<file path="config.mk">
export PLATFORM = sky130hd
export DESIGN_NAME = sio8_port
export DESIGN_NICKNAME = d
export VERILOG_FILES = /design/src/rtl/sio8_pkg.sv /design/src/rtl/sio8_clkgen.sv /design/src/rtl/sio8_shifter.sv /design/src/rtl/sio8_port.sv
export SDC_FILE = /design/constraint.sdc
export NUM_CORES = 1
export LEC_CHECK = 0
export ABC_AREA = 1
export CAP_MARGIN = 20
export CORE_MARGIN = 8
export CORE_UTILIZATION = 57
export DETAILED_ROUTE_END_ITERATION = 10
export GPL_TIMING_DRIVEN = 0
export PLACE_DENSITY = 0.85
export SLEW_MARGIN = 5
export SYNTH_ARGS = -nofsm -noshare
export SYNTH_HDL_FRONTEND = slang
export SYNTH_SLANG_ARGS = --single-unit
</file>
<file path="constraint.sdc">
create_clock -name clk -period 3.2 [get_ports clk]
set_clock_uncertainty 0.1 [all_clocks]
set_input_delay 0.32 -clock clk [delete_from_list [all_inputs] [get_ports clk]]
set_output_delay 0.32 -clock clk [all_outputs]
set_load 0.1 [all_outputs]
</file>
<file path="src/rtl/sio8_pkg.sv">
package sio8_pkg;

  typedef enum logic [1:0] {
    CK_FAST = 2'b00,
    CK_MID  = 2'b01,
    CK_SLOW = 2'b10,
    CK_EXT  = 2'b11
  } cksel_e;

  localparam int MB_GO   = 0;
  localparam int MB_DONE = 1;
  localparam int MB_IE   = 2;
  localparam int MB_SEL  = 3;
  localparam int MB_MSB  = 5;
  localparam int MB_CKOE = 6;
  localparam int MB_DOE  = 7;

endpackage

</file>
<file path="src/rtl/sio8_clkgen.sv">
module sio8_clkgen
  import sio8_pkg::*;
#(
  parameter int DIV_A = 2,
  parameter int DIV_B = 8,
  parameter int DIV_C = 32
) (
  input  logic   clk,
  input  logic   rst_n,
  input  logic   run,
  input  logic   restart,
  input  cksel_e sel,
  input  logic   sck_in,
  output logic   sck_int,
  output logic   fall,
  output logic   rise
);

  localparam int HA = DIV_A / 2;
  localparam int HB = DIV_B / 2;
  localparam int HC = DIV_C / 2;
  localparam int CW = $clog2(HC + 1);

  logic [CW-1:0] cnt_q, cnt_d, half_m1;
  logic          sck_q, sck_d;
  logic [2:0]    sync_q, sync_d;
  logic          internal, tick, ext_fall, ext_rise;

  always_comb begin
    case (sel)
      CK_FAST: half_m1 = CW'(HA - 1);
      CK_MID:  half_m1 = CW'(HB - 1);
      default: half_m1 = CW'(HC - 1);
    endcase
  end

  assign internal = (sel != CK_EXT);
  assign tick     = run & internal & (cnt_q == half_m1);
  assign ext_fall = run & ~internal & ~sync_q[1] &  sync_q[2];
  assign ext_rise = run & ~internal &  sync_q[1] & ~sync_q[2];

  always_comb begin
    cnt_d  = cnt_q;
    sck_d  = sck_q;
    sync_d = {sync_q[1:0], sck_in};
    if (restart || !run || !internal) begin
      cnt_d = '0;
      sck_d = 1'b1;
    end else if (tick) begin
      cnt_d = '0;
      sck_d = ~sck_q;
    end else begin
      cnt_d = cnt_q + 1'b1;
    end
  end

  always_ff @(posedge clk or negedge rst_n) begin
    if (!rst_n) begin
      cnt_q  <= '0;
      sck_q  <= 1'b1;
      sync_q <= 3'b111;
    end else begin
      cnt_q  <= cnt_d;
      sck_q  <= sck_d;
      sync_q <= sync_d;
    end
  end

  assign sck_int = sck_q;
  assign fall    = (tick & sck_q) | ext_fall;
  assign rise    = (tick & ~sck_q) | ext_rise;

endmodule

</file>
<file path="src/rtl/sio8_shifter.sv">
module sio8_shifter #(
  parameter int W = 8
) (
  input  logic         clk,
  input  logic         rst_n,
  input  logic         load,
  input  logic [W-1:0] load_val,
  input  logic         start,
  input  logic         stop,
  input  logic         fall,
  input  logic         rise,
  input  logic         sdi,
  output logic [W-1:0] sr,
  output logic         sdo,
  output logic         busy,
  output logic         done
);

  localparam int BW = (W > 1) ? $clog2(W) : 1;

  logic [W-1:0]  sr_q, sr_d;
  logic [BW-1:0] cnt_q, cnt_d;
  logic          busy_q, busy_d;
  logic          sdo_q, sdo_d;
  logic          shift_en;

  assign shift_en = busy_q & rise;
  assign done     = shift_en & (cnt_q == BW'(W - 1));

  always_comb begin
    sr_d   = sr_q;
    cnt_d  = cnt_q;
    busy_d = busy_q;
    sdo_d  = sdo_q;
    if (load)
      sr_d = load_val;
    else if (shift_en)
      sr_d = {sdi, sr_q[W-1:1]};
    if (start)
      cnt_d = '0;
    else if (shift_en)
      cnt_d = cnt_q + 1'b1;
    if (start)
      busy_d = 1'b1;
    else if (stop || done)
      busy_d = 1'b0;
    if (busy_q && fall)
      sdo_d = sr_q[0];
  end

  always_ff @(posedge clk or negedge rst_n) begin
    if (!rst_n) begin
      sr_q   <= '0;
      cnt_q  <= '0;
      busy_q <= 1'b0;
      sdo_q  <= 1'b1;
    end else begin
      sr_q   <= sr_d;
      cnt_q  <= cnt_d;
      busy_q <= busy_d;
      sdo_q  <= sdo_d;
    end
  end

  assign sr   = sr_q;
  assign sdo  = sdo_q;
  assign busy = busy_q;

endmodule

</file>
<file path="src/rtl/sio8_port.sv">
module sio8_port
  import sio8_pkg::*;
#(
  parameter int W     = 8,
  parameter int DIV_A = 2,
  parameter int DIV_B = 8,
  parameter int DIV_C = 32
) (
  input  logic         clk,
  input  logic         rst_n,
  input  logic         bus_wr,
  input  logic         bus_addr,
  input  logic [W-1:0] bus_wdata,
  output logic [W-1:0] bus_rdata,
  input  logic         sck_in,
  output logic         sck_out,
  output logic         sck_oe,
  input  logic         sdi,
  output logic         sdo,
  output logic         sdo_en,
  output logic         irq
);

  logic   wr_mode, wr_data, go_w, stop_w;
  logic   flag_q, flag_d, ie_q, ie_d, msb_q, msb_d, ckoe_q, ckoe_d, doe_q, doe_d;
  cksel_e sel_q, sel_d;
  logic   busy_q, done, fall, rise;
  logic [W-1:0] sr, ld_val, sr_view;
  logic [7:0]   mode_rd;

  assign wr_mode = bus_wr & ~bus_addr;
  assign wr_data = bus_wr &  bus_addr;
  assign go_w    = wr_mode &  bus_wdata[MB_GO];
  assign stop_w  = wr_mode & ~bus_wdata[MB_GO];

  always_comb begin
    ie_d   = ie_q;
    sel_d  = sel_q;
    msb_d  = msb_q;
    ckoe_d = ckoe_q;
    doe_d  = doe_q;
    flag_d = flag_q;
    if (wr_mode) begin
      ie_d   = bus_wdata[MB_IE];
      sel_d  = cksel_e'(bus_wdata[MB_SEL+1:MB_SEL]);
      msb_d  = bus_wdata[MB_MSB];
      ckoe_d = bus_wdata[MB_CKOE];
      doe_d  = bus_wdata[MB_DOE];
      if (!bus_wdata[MB_DONE])
        flag_d = 1'b0;
    end
    if (done)
      flag_d = 1'b1;
  end

  always_ff @(posedge clk or negedge rst_n) begin
    if (!rst_n) begin
      ie_q   <= 1'b0;
      sel_q  <= CK_FAST;
      msb_q  <= 1'b0;
      ckoe_q <= 1'b0;
      doe_q  <= 1'b0;
      flag_q <= 1'b0;
    end else begin
      ie_q   <= ie_d;
      sel_q  <= sel_d;
      msb_q  <= msb_d;
      ckoe_q <= ckoe_d;
      doe_q  <= doe_d;
      flag_q <= flag_d;
    end
  end

  always_comb begin
    for (int i = 0; i < W; i++) begin
      ld_val[i]  = msb_q ? bus_wdata[W-1-i] : bus_wdata[i];
      sr_view[i] = msb_q ? sr[W-1-i] : sr[i];
    end
  end

  sio8_clkgen #(.DIV_A(DIV_A), .DIV_B(DIV_B), .DIV_C(DIV_C)) u_clk (
    .clk     (clk),
    .rst_n   (rst_n),
    .run     (busy_q),
    .restart (go_w),
    .sel     (sel_q),
    .sck_in  (sck_in),
    .sck_int (sck_out),
    .fall    (fall),
    .rise    (rise)
  );

  sio8_shifter #(.W(W)) u_shf (
    .clk      (clk),
    .rst_n    (rst_n),
    .load     (wr_data),
    .load_val (ld_val),
    .start    (go_w),
    .stop     (stop_w),
    .fall     (fall),
    .rise     (rise),
    .sdi      (sdi),
    .sr       (sr),
    .sdo      (sdo),
    .busy     (busy_q),
    .done     (done)
  );

  assign mode_rd   = {doe_q, ckoe_q, msb_q, sel_q, ie_q, flag_q, busy_q};
  assign bus_rdata = bus_addr ? sr_view : W'(mode_rd);
  assign sck_oe    = ckoe_q & (sel_q != CK_EXT);
  assign sdo_en    = doe_q;
  assign irq       = flag_q & ie_q;

endmodule

</file>
### After elaboration in Yosys (flattened, before gate mapping)

Index checks and enable logic that the tools add are counted.
W data, S select, Z words.

* $add $sub $neg: 2
* equality and inequality tests: 5
* multiplexer cells: 31
* bitwise logic cells: 25
* reduce and logical (&&, ||, !) cells: 13

Operator list (count)
* $mux W8: 3
* $mux W1: 23
* $and A1 B1 Y1: 17
* $mux W5: 2
* $reduce_bool A2 Y1: 5
* $pmux W4 S2: 1
* $mux W3: 2
* $not A1 Y1: 6
* $add A5 B1 Y5 const B: 1
* $eq A5 B4 Y1: 1
* $add A3 B1 Y3 const B: 1
* $eq A3 B3 Y1 const B: 1
* $logic_or A1 B1 Y1: 3
* $eq A2 B1 Y1 const B: 1
* $logic_not A1 Y1: 2
* $logic_not A2 Y1: 1
* $ne A2 B1 Y1 const B: 1
* $ne A2 B2 Y1 const B: 1
* $or A1 B1 Y1: 2
* $reduce_and A2 Y1: 1
* $logic_and A1 B1 Y1: 1

* register bits after elaboration: 29
* bits of input ports: 14
* output and inout bits: 13
* logic and storage cells: 89

### Longest topological paths before layout

Gate-level depths: netlist of the first run.

* depth in word-level cells: 11
* gate-level depth with buffers: 9
* gate-level depth less buffers: 9

### Cells and area by module

From an unflattened synthesis of the first run, not the netlist that was laid out.

* cell total of the unflattened synthesis: 255
* area, all modules: 1850.5 um^2

By module, submodules not included
* sio8_shifter: instances 1, cells an instance 91, area an instance 705.7 um^2, sequential area each 326.6 um^2
* sio8_port: instances 1, cells an instance 110, area an instance 675.6 um^2, sequential area each 175.2 um^2
* sio8_clkgen: instances 1, cells an instance 54, area an instance 469.2 um^2, sequential area each 230.2 um^2

### Least setup slack after synthesis of the first run

No wires, ideal clock.

* kind: register to output
* start point: register msb_q
* end point: output port bus_rdata[1]
* arrival time: 2.973 ns
* required time: 2.780 ns
* path slack: -0.193 ns
* stages on the path, launching flop included: 6
* buffers on the path: 2
* cell sequence: dfrtp_1 clkbuf_2 inv_1 buf_2 nor2_1 o21ai_0

* word-level cells in the longest chain between the ends: 2

RTL lines
* from (decl): line sio8_port.sv:25 `logic flag_q, flag_d, ie_q, ie_d, msb_q, msb_d, ckoe_q, ckoe_d, doe_q, doe_d;`
* from (signal assigned): line sio8_port.sv:67 `msb_q <= msb_d;`
* $mux W1: line sio8_port.sv:77 `sr_view[i] = msb_q ? sr[W-1-i] : sr[i];`
* $mux W8: line sio8_port.sv:110 `assign bus_rdata = bus_addr ? sr_view : W'(mode_rd);`
* to (decl): line sio8_port.sv:14 `output logic [W-1:0] bus_rdata,`

Every way passes these cells.

### Worst setup path after layout of the first run

* start point: register msb_q
* end point: output port bus_rdata[7]

The elaborated chain is that of the path after synthesis.

==> results of run 1 <==
worst paths after layout:
path / start / end / slack (ps) / depth (start not counted)
hold / removal: u_clk.sync_q[0] / u_clk.sync_q[1] / 260 / 0
hold reg to reg: u_clk.sync_q[0] / u_clk.sync_q[1] / 260 / 0
min in group asynchronous: rst_n / u_clk.cnt_q[3] / 310 / 1
max in group asynchronous: rst_n / u_clk.sync_q[1] / 2090 / 2
setup / recovery: msb_q / bus_rdata[7] / 110 / 6
setup reg to reg: sel_q[1] / u_shf.sr[6] / 1690 / 7
placed cells by master, fill, tap and decap left out, types with 2 or more instances in the layout:
cell type and instances:
sky130_fd_sc_hd__inv_2 3, sky130_fd_sc_hd__nand2_2 6, sky130_fd_sc_hd__clkdlybuf4s50_1 20, sky130_fd_sc_hd__o22ai_1 3, sky130_fd_sc_hd__dlymetal6s2s_1 6, sky130_fd_sc_hd__a21oi_1 8
sky130_fd_sc_hd__nand2_1 52, sky130_fd_sc_hd__buf_2 3, sky130_fd_sc_hd__xor2_1 2, sky130_fd_sc_hd__nor2_1 21, sky130_fd_sc_hd__ha_1 3, sky130_fd_sc_hd__nand3_1 7
sky130_fd_sc_hd__clkbuf_4 5, sky130_fd_sc_hd__dfrtp_1 24, sky130_fd_sc_hd__o21ai_0 28, sky130_fd_sc_hd__dfstp_2 5, sky130_fd_sc_hd__nand4_1 12, sky130_fd_sc_hd__clkbuf_1 2
sky130_fd_sc_hd__o21ai_1 5, sky130_fd_sc_hd__inv_1 16
sequential cells by signal (all words and copies together) (netlist names):
name / flops
ckoe_q: 1
flag_q: 1
ie_q: 1
msb_q: 1
sdo_en: 1
sel_q: 2
u_clk.cnt_q: 5
u_clk.sck_int: 1
u_clk.sync_q: 3
u_shf.busy: 1
u_shf.cnt_q: 3
u_shf.sdo: 1
u_shf.sr: 8
repair_timing:
| action | in CTS | in global routing |
|---|---|---|
| buffers inserted | 0 | 0 |
| setup endpoints to repair | 0 | 6 |
| resized for setup | 0 | 6 |
area by class of cell:
cell class	instances	area share [%]
Buffer	7	2.061
Timing Repair Buffer	27	14.67
Tap cell	31	1.879
Multi-Input combinational cell	156	38.36
Clock inverter	1	1.455
Inverter	19	3.455
Sequential cell	29	35.45
Clock buffer	7	2.667
worst max-delay path, cell delays in order, from the launching register on:
cell,delay (ps)
sky130_fd_sc_hd__dfrtp_1,370
sky130_fd_sc_hd__clkbuf_2,160
sky130_fd_sc_hd__inv_1,220
sky130_fd_sc_hd__buf_2,270
sky130_fd_sc_hd__nor2_1,60
sky130_fd_sc_hd__o21ai_1,120
sky130_fd_sc_hd__clkdlybuf4s50_1,1150
metrics by stage:
stage | setup TNS, ps | hold WS, ps
6_report | 0 | 261.1
4_1_cts | 0 | 263.9
2_1_floorplan | 0 | -75.59
3_3_place_gp | 0 | 245.9
3_5_place_dp | 0 | 250.4
5_1_grt | -3.700 | 265.1
layer usage:
layer	vias to the layer above	global-route usage [%]
met5	-	0
met4	0	5.923
met3	13	4.864
met2	81	26.13
met1	738	22.18
li1	772	-
power groups by stage:
stage	Sequential, mW	Combinational, mW	Clock (mW)
after detailed placement	0.492	0.548	0
final	0.486	0.550	0.314
after floorplan	0.555	0.340	0
after global routing	0.492	0.588	0.334
after CTS	0.485	0.552	0.319
after global placement	0.489	0.539	0
logic make-up after synthesis:
| group | after synthesis | share of synthesized area, % |
|---|---|---|
| AOI/OAI and AO/OA | 46 | 14.59 |
| and+or+nand+nor | 104 | 29.87 |
| buffers and inverters | 26 | 6.951 |
| xor gates and xnor gates | 3 | 1.605 |
| DFF | 29 | 44.69 |
| adders and majority gates | 3 | 2.292 |
==> impl_metrics.toml, run 1 <==
[run_status]
outcome = "finished clean"

[synthesis]
post-synth-top-area-fraction_pct = 36.67
yosys.cell_count.top_type = "sky130_fd_sc_hd__nand2_1"
synthDominantAreaCellType = "sky130_fd_sc_hd__dfrtp_1"
syn_area_sq_um = 1638
synth-edff-count = 0
synth.avg_cell_area_sq_um = 7.762
synth_async_sr_flop_share_pct = 100.0
leading_register_cell_type_out_of_synthesis = "sky130_fd_sc_hd__dfrtp_1"
synthCells = 211
synth-seq-area-share_pct = 44.69
yosys-top-cells-count = "52 x sky130_fd_sc_hd__nand2_1, 31 x sky130_fd_sc_hd__o21ai_0, 24 x sky130_fd_sc_hd__dfrtp_1"
synth.yosys.warnings = 0
register_bit_total_from_synthesis = 29
synthesis.nets = 228
post_synth_num_cell_types = 29
synthTopCellsByArea = "sky130_fd_sc_hd__dfrtp_1 37%, sky130_fd_sc_hd__nand2_1 12%, sky130_fd_sc_hd__o21ai_0 9.5%, sky130_fd_sc_hd__dfstp_2 8.0%, sky130_fd_sc_hd__nor2_1 4.8%"

[final_layout]
fillerInstances = 204
antenna-diode-count = 0
fin_cells = 277
area_growth_from_synthesis_to_layout_pct = 26.05
nNetsFinal = 262
ff_latch_area_sq_um = 732.0
drive_gt1_share_pct = 13.82
finalCoreUtilization_pct = 75.51
final_cell_area_sq_um = 2064
multiInputGateArea_sq_um = 792.0

[sta]
final_min_period_over_clock_period_pct = 96.54
fin_crit_ps = 3089
max_slew_margin_pct = 34.53
transition_time_at_the_pin_with_the_least_slew_margin_ps = 980.5
report.final.setup_viol = 0
report.final.hold_viol_count = 0
fmax_mhz = 323.7
maxSlewViolCount = 0
postLayoutSetupSlackWorst_ps = 110.7

[power]
sw_frac_of_total_pct = 43.31
pwr_density_cell_nw_per_um2 = 654.3
power.leakage_nw = 1.078
share_comb_of_total_power_pct = 40.7
ir_worst_vdd_mv = 0.5035
pwr-share-clk_pct = 23.3
seq_power_share_pct = 36.0
p_int_uw = 765.7
total_switching_power_uw = 585.0
power_mw = 1.351

[drt]
detail_route.wirelength.met1_um = 1807
drt_iter0_drc = 116
detail_route.drc_violations = 0
drt_first_pass_iters = 5
top_signal_layer_used = "met4"
vias_per_inst = 5.791
met3WireLength_um = 313
drt-wirelength-per-cell_um = 14.45
via_count = 1604
met2RoutedLength_um = 1802
ant_nets = 0
drt-total-wl_um = 4002

[floorplanning]
design.portCount = 27
floorplan.die.width_um = 69.61
dieHeight_um = 69.61
placementRows = 19
floorplan.initialDensity_pct = 59.91
die-area_sq_um = 4845
core-area_sq_um = 2734

[global_routing]
antenna_found_initial = 0
overflow = 0
grt_use_total_pct = 17.03
grt_start_max_net_pins = 18
grt_pass1_vias = 1470
grt_first_pass_wirelength_um = 6858

[clock_tree]
hold_buffers = 0
clkSinkCount = 29
cts_made_buffers = 5
clock_path_buffers = 2
tritoncts_clock_tree = "done"
clock_insertion_delay_worst_skew_ps = 330
ctsHtreeMaxLevel = 2
clock_pin_transition_on_the_worst_setup_and_hold_timing_paths_ps = 90
clock-root-buffer = "sky130_fd_sc_hd__clkbuf_4"

[setup_path]
start_to_end_type_of_the_worst_setup_path = "flop to primary output"
crit_arrival_ps = 2670
worstSetupStartpointType = "flop"
crit_path_end_kind = "primary output"
cp_max_fo = 10
data_required_critical_path_ps = 2780

[placement]
dpl-instance-area_sq_um = 1964
place_inst = 269
place.gp.congestion = 0.8940
numPortBuffers = 26
dp_slack_ps = 98.59
hpwlAfterDp_um = 2982

[hold_path]
timing.hold.worst.class = "flop to flop"

[job]
drv.max_cap_violation_count = 0
Note: power is estimated with default switching activity, not from simulation.
==> run 2, diff against run 1 <==
- SLEW_MARGIN: 5 -> 20
==> run 2 against run 1 <==
Net effect: via count shrank 2.7%; highest routed layer unchanged; critical path depth is 1 lower; non-clock buffer count unchanged; largest power group unchanged.
==> impl_metrics.toml, run 2 (same netlist as run 1, synthesis figures left out) <==
[sta]
postLayoutSetupSlackWorst_ps = 93.58
max_slew_margin_pct = 34.35
fin_crit_ps = 3106
hold_ws_ps = 261.1
transition_time_at_the_pin_with_the_least_slew_margin_ps = 983.1
rsz0062_at_grt = "false"
report.final.setup_viol = 0
report.final.hold_viol_count = 0
finalSetupTns_ps = 0
final_min_period_over_clock_period_pct = 97.08
maxSlewViolCount = 0
fmax_mhz = 321.9

[hold_path]
timing.hold.worst.class = "flop to flop"
min_from = "u_clk.sync_q[0]"
hold_path_depth = 0
holdPathEnd = "u_clk.sync_q[1]"

[final_layout]
drive_gt1_share_pct = 13.82
largest_register_ffs = 8
layout.cells.most_common = "sky130_fd_sc_hd__nand2_1"
most-common-layout-cells = "52 x sky130_fd_sc_hd__nand2_1, 28 x sky130_fd_sc_hd__o21ai_0, 24 x sky130_fd_sc_hd__dfrtp_1"
nNetsFinal = 262
antenna-diode-count = 0
area_growth_from_synthesis_to_layout_pct = 24.68
fillerInstances = 212
fin_cells = 277

[drt]
vias_per_inst = 5.632
drt_first_pass_iters = 4
drt-wirelength-per-cell_um = 13.87
ant_nets = 0
drt-total-wl_um = 3841
via_count = 1560
detail_route.drc_violations = 0
drt_iter0_drc = 100

[power]
p_int_uw = 762.3
power_mw = 1.342
pwr-share-clk_pct = 23.3
power.leakage_nw = 1.069
total_switching_power_uw = 579.5
seq_power_share_pct = 36.1
sw_frac_of_total_pct = 43.19
share_comb_of_total_power_pct = 40.5
ir_worst_vdd_mv = 0.5911
pwr_density_cell_nw_per_um2 = 657.1

[floorplanning]
floorplan.initialDensity_pct = 59.91
floorplan.die.width_um = 69.61
design.portCount = 27
die-area_sq_um = 4845
dieHeight_um = 69.61
core-area_sq_um = 2734
placementRows = 19

[global_routing]
grt_pass1_vias = 1497
antenna_found_initial = 0
grt_first_pass_wirelength_um = 6755
grt_start_max_net_pins = 30
overflow = 0
grt_use_total_pct = 16.76

[setup_path]
worstReg2RegEnd = "u_shf.busy"
crit_arrival_ps = 2690
start_to_end_type_of_the_worst_setup_path = "primary input to primary output"
data_required_critical_path_ps = 2780
crit_path_end_kind = "primary output"
reg2reg_depth = 8
worstSetupStartpointType = "primary input"
timing.reg2reg.setup_slack_ps = 1720
cp_max_fo = 10
r2r_start = "sel_q[1]"

[clock_tree]
clock_path_buffers = 2
clock_pin_transition_on_the_worst_setup_and_hold_timing_paths_ps = 90
clkSinkCount = 29
ctsHtreeMaxLevel = 2
clock_insertion_delay_worst_skew_ps = 320
clock-root-buffer = "sky130_fd_sc_hd__clkbuf_4"
cts_made_buffers = 5
tritoncts_clock_tree = "done"

[job]
drv.max_cap_violation_count = 0

[run_status]
outcome = "finished clean"

[placement]
numPortBuffers = 26
dp_slack_ps = 104.3
place_inst = 268
hpwlAfterDp_um = 2893
place.gp.congestion = 0.8940
## run 2: power groups by stage
stage                     Combinational (mW)  Clock [mW]  Sequential (mW)
after global routing                   0.583       0.332            0.492
after CTS                              0.547       0.319            0.484
after floorplan                        0.340           0            0.555
after global placement                 0.539           0            0.489
after detailed placement               0.543           0            0.492
final                                  0.544       0.313            0.485
## run 2: through the flow
step                util, %  area, sq um
finish                74.69         2042
global route          74.69         2042
CTS                   74.14         2027
detailed placement    70.66         1932
global placement      70.85         1937
floorplan                 -         1638
## run 2: critical path, cell delays in order
cell and delay (ps):
sky130_fd_sc_hd__clkdlybuf4s50_1 560, sky130_fd_sc_hd__clkbuf_1 350, sky130_fd_sc_hd__a21oi_1 110, sky130_fd_sc_hd__a31oi_1 180
sky130_fd_sc_hd__clkdlybuf4s50_1 1160
## run 2: timing repair
item	4_1_cts	5_1_grt
endpoints found under the setup margin	0	6
setup buffers	0	0
endpoints found under the hold margin	24	0
hold buffers	1	0
gates resized for setup	0	6
## run 2: final cells by class
| class | count | area [sq um] | share of cell area (%) |
|---|---|---|---|
| clock inverters | 1 | 30.03 | 1.471 |
| repair buffers | 27 | 280.3 | 13.73 |
| multi-input cells | 156 | 792.0 | 38.79 |
| inverters | 19 | 71.32 | 3.493 |
| plain buffers | 7 | 42.54 | 2.083 |
| flip-flops and latches | 29 | 732.0 | 35.85 |
| well taps | 31 | 38.79 | 1.900 |
| clock buffers | 7 | 55.05 | 2.696 |
## run 2: metal layers
layer	track usage, %	vias to the layer above	routed length (um)
li1	-	772	-
met1	21.40	726	1784
met2	26.23	57	1774
met3	4.578	5	239
met4	6.150	0	43
met5	0	-	0
## run 2: worst max path at each step
| stage | start | to | slack, ps |
|---|---|---|---|
| 2_1_floorplan | bus_addr | bus_rdata[4] | 160 |
| 3_3_place_gp | bus_addr | bus_rdata[2] | 110 |
| 3_5_place_dp | bus_addr | bus_rdata[1] | 100 |
| 4_1_cts | msb_q | bus_rdata[6] | 80 |
| 5_1_grt | msb_q | bus_rdata[3] | 8 |
| 6_report | bus_addr | bus_rdata[5] | 90 |
